--- config.mk ---
export PLATFORM = sky130hd
export DESIGN_NAME = lcd_tgen
export DESIGN_NICKNAME = d
export VERILOG_FILES = /design/src/rtl/lcd_tgen_pkg.sv /design/src/rtl/lcd_tgen_clkdiv.sv /design/src/rtl/lcd_tgen_axis.sv /design/src/rtl/lcd_tgen_irq.sv /design/src/rtl/lcd_tgen.sv
export SDC_FILE = /design/constraint.sdc
export NUM_CORES = 1
export LEC_CHECK = 0
export ABC_AREA = 1
export BUFFER_PORTS_ARGS = -buffer_cell sky130_fd_sc_hd__buf_2
export CELL_PAD_IN_SITES_DETAIL_PLACEMENT = 0
export CELL_PAD_IN_SITES_GLOBAL_PLACEMENT = 1
export CORE_ASPECT_RATIO = 0.9
export CORE_MARGIN = 10
export CORE_UTILIZATION = 40
export CTS_CLUSTER_DIAMETER = 120
export DETAILED_ROUTE_END_ITERATION = 7
export GPL_TIMING_DRIVEN = 0
export MAX_ROUTING_LAYER = met4
export PLACE_DENSITY = 0.94
export SYNTH_ARGS = -nofsm -noshare
export SYNTH_HDL_FRONTEND = slang
export SYNTH_HIERARCHICAL = 1
export SYNTH_SLANG_ARGS = --single-unit
--- constraint.sdc ---
create_clock -name clk -period 6.8 [get_ports clk]
set_clock_uncertainty 0.15 [all_clocks]
set_input_delay 0 -clock clk [delete_from_list [all_inputs] [get_ports clk]]
set_output_delay 0 -clock clk [all_outputs]
set_load 0.1 [all_outputs]
--- src/rtl/lcd_tgen_pkg.sv ---
package lcd_tgen_pkg;
   typedef enum logic [1:0] {
      PH_SYNC  = 2'd0,
      PH_BACK  = 2'd1,
      PH_ACT   = 2'd2,
      PH_FRONT = 2'd3
   } tg_phase_e;

   localparam int unsigned POL_HS = 0;
   localparam int unsigned POL_VS = 1;
   localparam int unsigned POL_DE = 2;
endpackage

--- src/rtl/lcd_tgen_clkdiv.sv ---
module lcd_tgen_clkdiv #(
   parameter int unsigned DIV_W   = 8,
   parameter bit          HAS_DIV = 1'b1
) (
   input  logic             clk,
   input  logic             rst,
   input  logic             div_sel,
   input  logic [DIV_W-1:0] div_m1,
   output logic             ce
);
   generate
      if (HAS_DIV) begin : g_div
         logic [DIV_W-1:0] cnt;
         logic             at_end;

         assign at_end = (cnt >= div_m1);

         always_ff @(posedge clk or posedge rst) begin
            if (rst) begin
               cnt <= '0;
            end else if (!div_sel || at_end) begin
               cnt <= '0;
            end else begin
               cnt <= cnt + DIV_W'(1);
            end
         end

         assign ce = !div_sel || at_end;
      end else begin : g_bypass
         logic unused_in;
         assign unused_in = clk ^ rst ^ div_sel ^ (^div_m1);
         assign ce = 1'b1;
      end
   endgenerate
endmodule

--- src/rtl/lcd_tgen_axis.sv ---
module lcd_tgen_axis
   import lcd_tgen_pkg::*;
#(
   parameter int unsigned CW = 11
) (
   input  logic          clk,
   input  logic          rst,
   input  logic          hold,
   input  logic          step,
   input  logic [CW-1:0] sync_m1,
   input  logic [CW-1:0] back_m1,
   input  logic [CW-1:0] act_m1,
   input  logic [CW-1:0] front_m1,
   output tg_phase_e     phase,
   output logic          wrap
);
   logic [CW-1:0] cnt;
   logic [CW-1:0] len_m1;
   logic          last;
   logic [1:0]    nxt_ph;

   always_comb begin
      unique case (phase)
         PH_SYNC:  len_m1 = sync_m1;
         PH_BACK:  len_m1 = back_m1;
         PH_ACT:   len_m1 = act_m1;
         default:  len_m1 = front_m1;
      endcase
   end

   // >= rather than == keeps the counter bounded if a field shrinks mid-phase
   assign last   = (cnt >= len_m1);
   assign nxt_ph = phase + 2'd1;
   assign wrap   = step && last && (phase == PH_FRONT);

   always_ff @(posedge clk or posedge rst) begin
      if (rst) begin
         phase <= PH_SYNC;
         cnt   <= '0;
      end else if (hold) begin
         phase <= PH_SYNC;
         cnt   <= '0;
      end else if (step) begin
         if (last) begin
            cnt   <= '0;
            phase <= tg_phase_e'(nxt_ph);
         end else begin
            cnt   <= cnt + CW'(1);
         end
      end
   end
endmodule

--- src/rtl/lcd_tgen_irq.sv ---
module lcd_tgen_irq
   import lcd_tgen_pkg::*;
(
   input  logic      clk,
   input  logic      rst,
   input  logic      running,
   input  tg_phase_e vphase,
   input  logic [1:0] trig,
   input  logic      glb_en,
   input  logic      frm_en,
   input  logic      clr,
   output logic      pend
);
   tg_phase_e ph_q;
   logic      run_q;
   logic      hit;
   tg_phase_e sel;

   assign sel = tg_phase_e'(trig);
   // first cycle in the selected phase (also covers the very first frame)
   assign hit = running && (vphase == sel) && !(run_q && (ph_q == sel));

   always_ff @(posedge clk or posedge rst) begin
      if (rst) begin
         ph_q  <= PH_SYNC;
         run_q <= 1'b0;
         pend  <= 1'b0;
      end else begin
         ph_q  <= vphase;
         run_q <= running;
         if (hit && glb_en && frm_en) begin
            pend <= 1'b1;
         end else if (clr) begin
            pend <= 1'b0;
         end
      end
   end
endmodule

--- src/rtl/lcd_tgen.sv ---
module lcd_tgen
   import lcd_tgen_pkg::*;
#(
   parameter int unsigned HW      = 11,
   parameter int unsigned VW      = 11,
   parameter int unsigned DIV_W   = 8,
   parameter bit          HAS_DIV = 1'b1
) (
   input  logic             clk,
   input  logic             rst,
   input  logic             cfg_run,
   input  logic             cfg_div_sel,
   input  logic [DIV_W-1:0] cfg_div_m1,
   input  logic [HW-1:0]    h_sync_m1,
   input  logic [HW-1:0]    h_back_m1,
   input  logic [HW-1:0]    h_act_m1,
   input  logic [HW-1:0]    h_front_m1,
   input  logic [VW-1:0]    v_sync_m1,
   input  logic [VW-1:0]    v_back_m1,
   input  logic [VW-1:0]    v_act_m1,
   input  logic [VW-1:0]    v_front_m1,
   input  logic [2:0]       cfg_pol,
   input  logic             irq_glb_en,
   input  logic             irq_frm_en,
   input  logic [1:0]       irq_trig,
   input  logic             irq_clr,
   output logic             pix_ce,
   output logic             lcd_hsync,
   output logic             lcd_vsync,
   output logic             lcd_de,
   output logic             vsync_stat,
   output logic             irq_pend
);
   generate
      if (HW < 2) begin : g_bad_hw
         $error("lcd_tgen: HW must be at least 2");
      end
      if (VW < 2) begin : g_bad_vw
         $error("lcd_tgen: VW must be at least 2");
      end
      if (DIV_W < 1 || DIV_W > 16) begin : g_bad_div
         $error("lcd_tgen: DIV_W must be 1..16");
      end
   endgenerate

   logic      running;
   logic      h_step;
   logic      h_wrap;
   logic      v_wrap;
   tg_phase_e h_ph;
   tg_phase_e v_ph;
   logic      hs_raw;
   logic      vs_raw;
   logic      de_raw;

   lcd_tgen_clkdiv #(.DIV_W(DIV_W), .HAS_DIV(HAS_DIV)) i_div (
      .clk    (clk),
      .rst    (rst),
      .div_sel(cfg_div_sel),
      .div_m1 (cfg_div_m1),
      .ce     (pix_ce)
   );

   assign h_step = running && pix_ce;

   lcd_tgen_axis #(.CW(HW)) i_hax (
      .clk     (clk),
      .rst     (rst),
      .hold    (!running),
      .step    (h_step),
      .sync_m1 (h_sync_m1),
      .back_m1 (h_back_m1),
      .act_m1  (h_act_m1),
      .front_m1(h_front_m1),
      .phase   (h_ph),
      .wrap    (h_wrap)
   );

   lcd_tgen_axis #(.CW(VW)) i_vax (
      .clk     (clk),
      .rst     (rst),
      .hold    (!running),
      .step    (h_wrap),
      .sync_m1 (v_sync_m1),
      .back_m1 (v_back_m1),
      .act_m1  (v_act_m1),
      .front_m1(v_front_m1),
      .phase   (v_ph),
      .wrap    (v_wrap)
   );

   // start on a pixel enable, stop only when the frame wraps
   always_ff @(posedge clk or posedge rst) begin
      if (rst) begin
         running <= 1'b0;
      end else if (!running) begin
         running <= cfg_run && pix_ce;
      end else if (v_wrap && !cfg_run) begin
         running <= 1'b0;
      end
   end

   assign hs_raw = running && (h_ph == PH_SYNC);
   assign vs_raw = running && (v_ph == PH_SYNC);
   assign de_raw = running && (h_ph == PH_ACT) && (v_ph == PH_ACT);

   assign lcd_hsync  = hs_raw ^ cfg_pol[POL_HS];
   assign lcd_vsync  = vs_raw ^ cfg_pol[POL_VS];
   assign lcd_de     = de_raw ^ cfg_pol[POL_DE];
   assign vsync_stat = vs_raw;

   lcd_tgen_irq i_irq (
      .clk    (clk),
      .rst    (rst),
      .running(running),
      .vphase (v_ph),
      .trig   (irq_trig),
      .glb_en (irq_glb_en),
      .frm_en (irq_frm_en),
      .clr    (irq_clr),
      .pend   (irq_pend)
   );
endmodule

==> run metrics, run 1 <==
hold-fix buffer count after cts 5; number of clock sinks seen by CTS 39; Starting Density 0.416; remaining routing DRC violations 0; clock latency of the later-clocked register in the worst-skew pair 0.29 ns; PnR worst setup slack 3.26 ns; Worst-path clk slew 0.08 ns; post-CTS repair timing setup buffer count 0; worst slew margin relative to its limit 0.645; #FFs+latches synth 39; largest net degree at the start of global routing 14; WP data arrival 3.58 ns; setup repair after global routing missed its margin no; number of instances in the synthesized netlist 552; Critical Path, Cell by Cell inv_1 -> ha_1 -> clkbuf_1 -> a22o_1 -> o22ai_1 -> ha_1 -> a21oi_1 -> nand2_1 -> nand2_1 -> nand2_2 -> o21bai_1 -> nor2_1 -> nor2_1 -> buf_2 -> inv_1 -> nand3_1 -> nand2_1; Synth Area per Inst 6.93 sq um; final setup TNS 0 ns; Slowest cell on crit path dfrtp_1; height of the die 113 um; biggest area consumer among synthesized cells dfrtp_1; number of pins exceeding their max-slew limit in the final report 0; root buffer cell clkbuf_8; pre-CTS worst setup slack 3.30 ns; Distinct cells, synth 27; worst setup path category flip-flop to flip-flop; routed via count 3,835; most frequent cells after synthesis 172 x nand2_1, 75 x inv_1, 46 x nor2_1; Critical Path Fanout Max 10; category of the worst setup path launch point flip-flop; Warnings, synthesis 6; maximum ir drop on the vdd rail 0.235 mV; highest attainable clock frequency 282 MHz; overall routing resource usage 0.149; dominant cell type by count on the critical path nand2_1; cell types with the largest area share after synthesis dfrtp_1 25%, nand2_1 17%, ha_1 14%, inv_1 7.4%, a22o_1 4.6%; layout cells sized above 1 0.258; placed cell count 787; # H-tree levels 2; fin nets 828; gr ovfl total 0; Resize count post-CTS 0; Post-Syn Area 3830 sq um; time the final worst path needs with I/O delays and setup 3.54 ns; hold violation count in the final report 0; number of buffers on the longest clock path 2; num rows 33; # Max-Cap Violations 0; placed cell areas 4550 sq um; ys async rst share 1.00; number of enable-type register cells in the synthesized netlist 0; total die area 13,900 sq um; number of buffer and inverter instances along the worst setup path 4; leading cell type by number of instances after synthesis nand2_1; Core ar. 9210 sq um; CP max stage delay 0.49 ns; actual slew at the worst max-slew pin 0.532 ns; Total Routed Length 10.3 mm; family of cells with the greatest summed delay on the critical path compound AO/OA/AOI/OAI gates; vias in the first global route 3,847; Horiz. Die Dim 123 um; gpl congestion 0.800; CTS buffer count 5; Final Instance Count excl. Fillers 800; depth of the most critical reg-to-reg path 17; initial antenna violation count 0; Post-DRT Antenna Nets 0; net count after synthesis 703; I/O pins 114; type of element capturing the critical path flip-flop; routed wire length per instance 12.9 um; final setup fails 0; post-detailed-route via-to-cell ratio 4.79; worst min-delay path class input port to async pin; signed area change from the synthesized netlist to the final layout 23.1%; clock tree from TritonCTS yes; first-pass GRT wire length 17.2 mm; required arrival time at the worst endpoint 6.84 ns; Leakage 0.00261 uW; number of antenna repair diodes 0; area share of the largest cell type after synthesis 0.255; quantity of I/O buffers inserted on ports 113; logic depth of the worst setup path including buffers 17; total non-filler cell area in the finished layout 4710 sq um; layout filler cell count 923; Top FF cell, synth dfrtp_1; DP HPWL 8.62 mm; part of the Yosys area used for sequential elements 0.255; total iterations of the first detailed-routing run 5; tightest hold margin 0.0306 ns; status completed; final period utilization 0.521; power density of the placed cells 255 nW/um^2; number of violations reported at the end of detailed-routing iteration 0 170
## where the power goes
| part | internal [uW] | total (uW) | switching [uW] |
|---|---|---|---|
| Clock | 119 | 203 | 83.8 |
| Combinational | 253 | 681 | 428 |
| Sequential | 265 | 318 | 53.2 |
## worst min-delay path, cell delays in order
cell and delay [ns]:
dlygate4sd3_1 0.53, buf_2 0.15, inv_1 0.13
## final timing paths
check                                                     to  slack [ns]                          from
worst max-delay path              i_vax/phase[0]$_DFFE_PP0P_        3.26    i_hax/phase[0]$_DFFE_PP0P_
worst min-delay path                 i_irq/ph_q[1]$_DFF_PP0_        0.03                           rst
worst max register to register    i_vax/phase[0]$_DFFE_PP0P_        3.26    i_hax/phase[0]$_DFFE_PP0P_
worst min register to register  i_div/g_div.cnt[0]$_DFF_PP0_        0.36  i_div/g_div.cnt[0]$_DFF_PP0_
max in group asynchronous                  running$_DFF_PP0_        5.84                           rst
min in group clk                i_div/g_div.cnt[6]$_DFF_PP0_        0.04                   cfg_div_sel
## layer usage
metal  global-route usage  routed length [um]  vias to the layer above
met3               0.0258                 554                        4
met5                    -                   0                        -
met1                0.208                5370                     1713
li1                     -                   -                     2014
met2                0.221                4310                      104
met4               0.0303                  67                        0
## placed cells by master (no fill, tap or decap), drive strengths merged
master and count:
bufinv 1, o21bai 4, o21ai 22, a21oi 14, inv 84, nand3 29
buf 114, nor2 56, clkinv 1, xnor2 7, dlygate4sd3 5, clkbuf 16
o22ai 20, a22o 20, nor3 6, ha 43, nand2 179, xor2 16
a31oi 2, dfrtp 39
## through the flow
stage	util	total power (uW)
finish	0.512	1200
global route	0.512	1320
CTS	0.512	1210
detailed placement	0.494	1000
global placement	0.494	977
floorplan	-	842
## cells by family (layout without fill, tap and decap cells)
logic type                 count (synthesis)  in the layout  share of synthesized area
AOI/OAI and AO/OA                         82             82                      0.155
xor gates and xnor gates                  23             23                     0.0526
adders and majority gates                 43             43                      0.141
buffers and inverters                     95            221                     0.0935
DFF                                       39             39                      0.255
and+or+nand+nor                          270            270                      0.303
## flip-flops by register name, summed over array words and instances (netlist names)
name and cells:
i_div/g_div.cnt 8, i_hax/cnt 11, i_hax/phase 2, i_irq/pend 1, i_irq/ph_q 2, i_irq/run_q 1, i_vax/cnt 11, i_vax/phase 2
running 1
## area by class of cell
type | instances | area [sq um] | area share
multi-input combinational | 418 | 2490 | 0.529
sequential | 39 | 976 | 0.207
timing repair buffer | 118 | 616 | 0.131
inverter | 84 | 315 | 0.0669
tap | 122 | 153 | 0.0324
clock buffer | 6 | 82.6 | 0.0175
buffer | 11 | 42.5 | 0.00903
clock inverter | 2 | 35.0 | 0.00743
(Power assumes the default switching activity.)
==> run 2: changes to the inputs <==
--- a/config.mk
+++ b/config.mk
@@ -11,12 +11,12 @@
 export CELL_PAD_IN_SITES_GLOBAL_PLACEMENT = 1
 export CORE_ASPECT_RATIO = 0.9
 export CORE_MARGIN = 10
-export CORE_UTILIZATION = 40
+export CORE_UTILIZATION = 37
 export CTS_CLUSTER_DIAMETER = 120
 export DETAILED_ROUTE_END_ITERATION = 7
 export GPL_TIMING_DRIVEN = 0
 export MAX_ROUTING_LAYER = met4
-export PLACE_DENSITY = 0.94
+export PLACE_DENSITY = 0.88
 export SYNTH_ARGS = -nofsm -noshare
 export SYNTH_HDL_FRONTEND = slang
 export SYNTH_HIERARCHICAL = 1
==> constraint.sdc (replaced) <==
create_clock -name clk -period 3.45 [get_ports clk]
set_clock_uncertainty 0.15 [all_clocks]
set_input_delay 0 -clock clk [delete_from_list [all_inputs] [get_ports clk]]
set_output_delay 0 -clock clk [all_outputs]
set_load 0.1 [all_outputs]
==> run 2 against run 1 <==
- power rose by 110%
- sequential share of layout area shrank 0.39 points
- clock-buffer cell count decreased by 1
- combinational power up 98%
- via count shrank 0.70%
- critical path depth increased by 2
- fmax up 13%
- cell area grew 2.2%
- register-to-register slack worse by 2.9 ns
- first-iteration DRC count decreased by 19%
- largest power group unchanged
==> run metrics, run 2 (synthesis results as in run 1) <==
# Max-Cap Violations 0; actual slew at the worst max-slew pin 0.507 ns; launch point of the worst path i_hax/phase[0]$_DFFE_PP0P_; dominant cell type by count on the critical path nand2_1; quantity of I/O buffers inserted on ports 113; Final Instance Count excl. Fillers 806; CTS buffer count 5; vias in the first global route 3,864; number of antenna repair diodes 0; Critical Path, Cell by Cell inv_1 -> ha_1 -> clkbuf_2 -> a22o_1 -> o22ai_1 -> ha_1 -> nand2_1 -> inv_2 -> nand2_1 -> nand2_1 -> nand2_1 -> nand2_2 -> o21bai_4 -> nor2_2 -> nor2_1 -> buf_4 -> inv_1 -> nand3_1 -> nand2_1; biggest regs i_hax/cnt: 11 flops, i_vax/cnt: 11 flops, i_div/g_div.cnt: 8 flops; WL met2 4.15 mm; layout cells sized above 1 0.273; fin nets 827; gpl congestion 0.826; routed wire length per instance 12.3 um; clock latency of the later-clocked register in the worst-skew pair 0.28 ns; number of violations reported at the end of detailed-routing iteration 0 138; category of the worst setup path launch point flip-flop; status completed; Leakage 0.00265 uW; routed length on met3 515 um; Critical Path Fanout Max 10; Post-DRT Antenna Nets 0; highest attainable clock frequency 319 MHz; clock tree from TritonCTS yes; total non-filler cell area in the finished layout 4820 sq um; num rows 35; tightest hold margin 0.0165 ns; CP max stage delay 0.44 ns; Core ar. 10,200 sq um; Worst-path clk slew 0.06 ns; total iterations of the first detailed-routing run 4; # H-tree levels 2; maximum ir drop on the vdd rail 0.385 mV; largest net degree at the start of global routing 14; time the final worst path needs with I/O delays and setup 3.14 ns; hold violation count in the final report 0; leading cell types in the layout, fill and taps excluded 172 x nand2_1, 113 x buf_2, 75 x inv_1, 45 x nor2_1, 43 x ha_1; first-pass GRT wire length 16.9 mm; DRT met1 WL 5.17 mm; number of buffers on the longest clock path 2; type of element capturing the critical path flip-flop; initial antenna violation count 0; family of cells with the greatest summed delay on the critical path simple AND/OR/NAND/NOR gates; Slowest cell on crit path dfrtp_2; worst min-delay path class input port to async pin; height of the die 116 um; final core occ 0.474; placed cell count 794; total die area 14,800 sq um; DP HPWL 8.36 mm; root buffer cell clkbuf_16; Total Power 2570 uW; gr ovfl total 0; number of clock sinks seen by CTS 39; remaining routing DRC violations 0; final setup fails 0; number of buffer and inverter instances along the worst setup path 5; leading cell type in the layout, fill and taps excluded nand2_1; worst reg2reg path startpoint i_hax/phase[0]$_DFFE_PP0P_; number of pins exceeding their max-slew limit in the final report 0; top layer used by detailed routing met4; Starting Density 0.377; final period utilization 0.909; required arrival time at the worst endpoint 3.47 ns; post-detailed-route via-to-cell ratio 4.72; Horiz. Die Dim 127 um; WP data arrival 3.16 ns; placed cell areas 4550 sq um; signed area change from the synthesized netlist to the final layout 25.8%; routed via count 3,808; setup repair after global routing missed its margin no; I/O pins 114; worst slew margin relative to its limit 0.661; worst setup path category flip-flop to flip-flop; overall routing resource usage 0.136; power density of the placed cells 534 nW/um^2; Total Routed Length 9.91 mm
## run 2: worst min-delay path: stages
cell,delay [ns]
dlygate4sd3_1,0.55
buf_2,0.16
inv_1,0.06
## run 2: cell type report
cell class,count,area [sq um]
clock inverter,3,67.6
clock buffer,5,125
inverter,84,315
buffer,11,51.3
multi-input combinational,418,2510
tap,129,161
timing repair buffer,117,606
sequential,39,978
fill,1039,5340
## run 2: routing by layer
layer,vias to the layer above,track usage
met2,107,0.207
met4,0,0.0273
met5,-,-
met3,5,0.0263
met1,1677,0.185
li1,2019,-
## run 2: report_power, final
group / switching, uW / leakage [uW] / internal, uW / total [uW]
Clock: 186 / 0.0000900 / 414 / 600
Sequential: 100 / 0.000514 / 526 / 626
Combinational: 840 / 0.00205 / 507 / 1350
Total: 1130 / 0.00265 / 1450 / 2570
## run 2: final timing paths
check / end / slack, ns / cells past startpoint
min reg2reg: i_div/g_div.cnt[0]$_DFF_PP0_ / 0.36 / 1
max in group asynchronous: i_hax/phase[0]$_DFFE_PP0P_ / 2.57 / 3
min in group clk: i_div/g_div.cnt[6]$_DFF_PP0_ / 0.06 / 5
max: i_vax/phase[1]$_DFFE_PP0P_ / 0.31 / 19
max reg2reg: i_vax/phase[1]$_DFFE_PP0P_ / 0.31 / 19
min: running$_DFF_PP0_ / 0.02 / 3
## run 2: per-stage QoR
| step | setup TNS (ns) | setup WS, ns |
|---|---|---|
| after global routing | 0 | 0.0410 |
| after CTS | 0 | 0.00350 |
| after detailed placement | -0.0510 | -0.0279 |
| after global placement | 0 | 0.0453 |
| final | 0 | 0.312 |
| after floorplan | 0 | 0.542 |
## run 2: repair_timing
item,CTS,global route
setup buffers,0,0
endpoints found under the hold margin,41,0
gates resized for setup,2,15
endpoints found under the setup margin,12,14
hold buffers,4,0
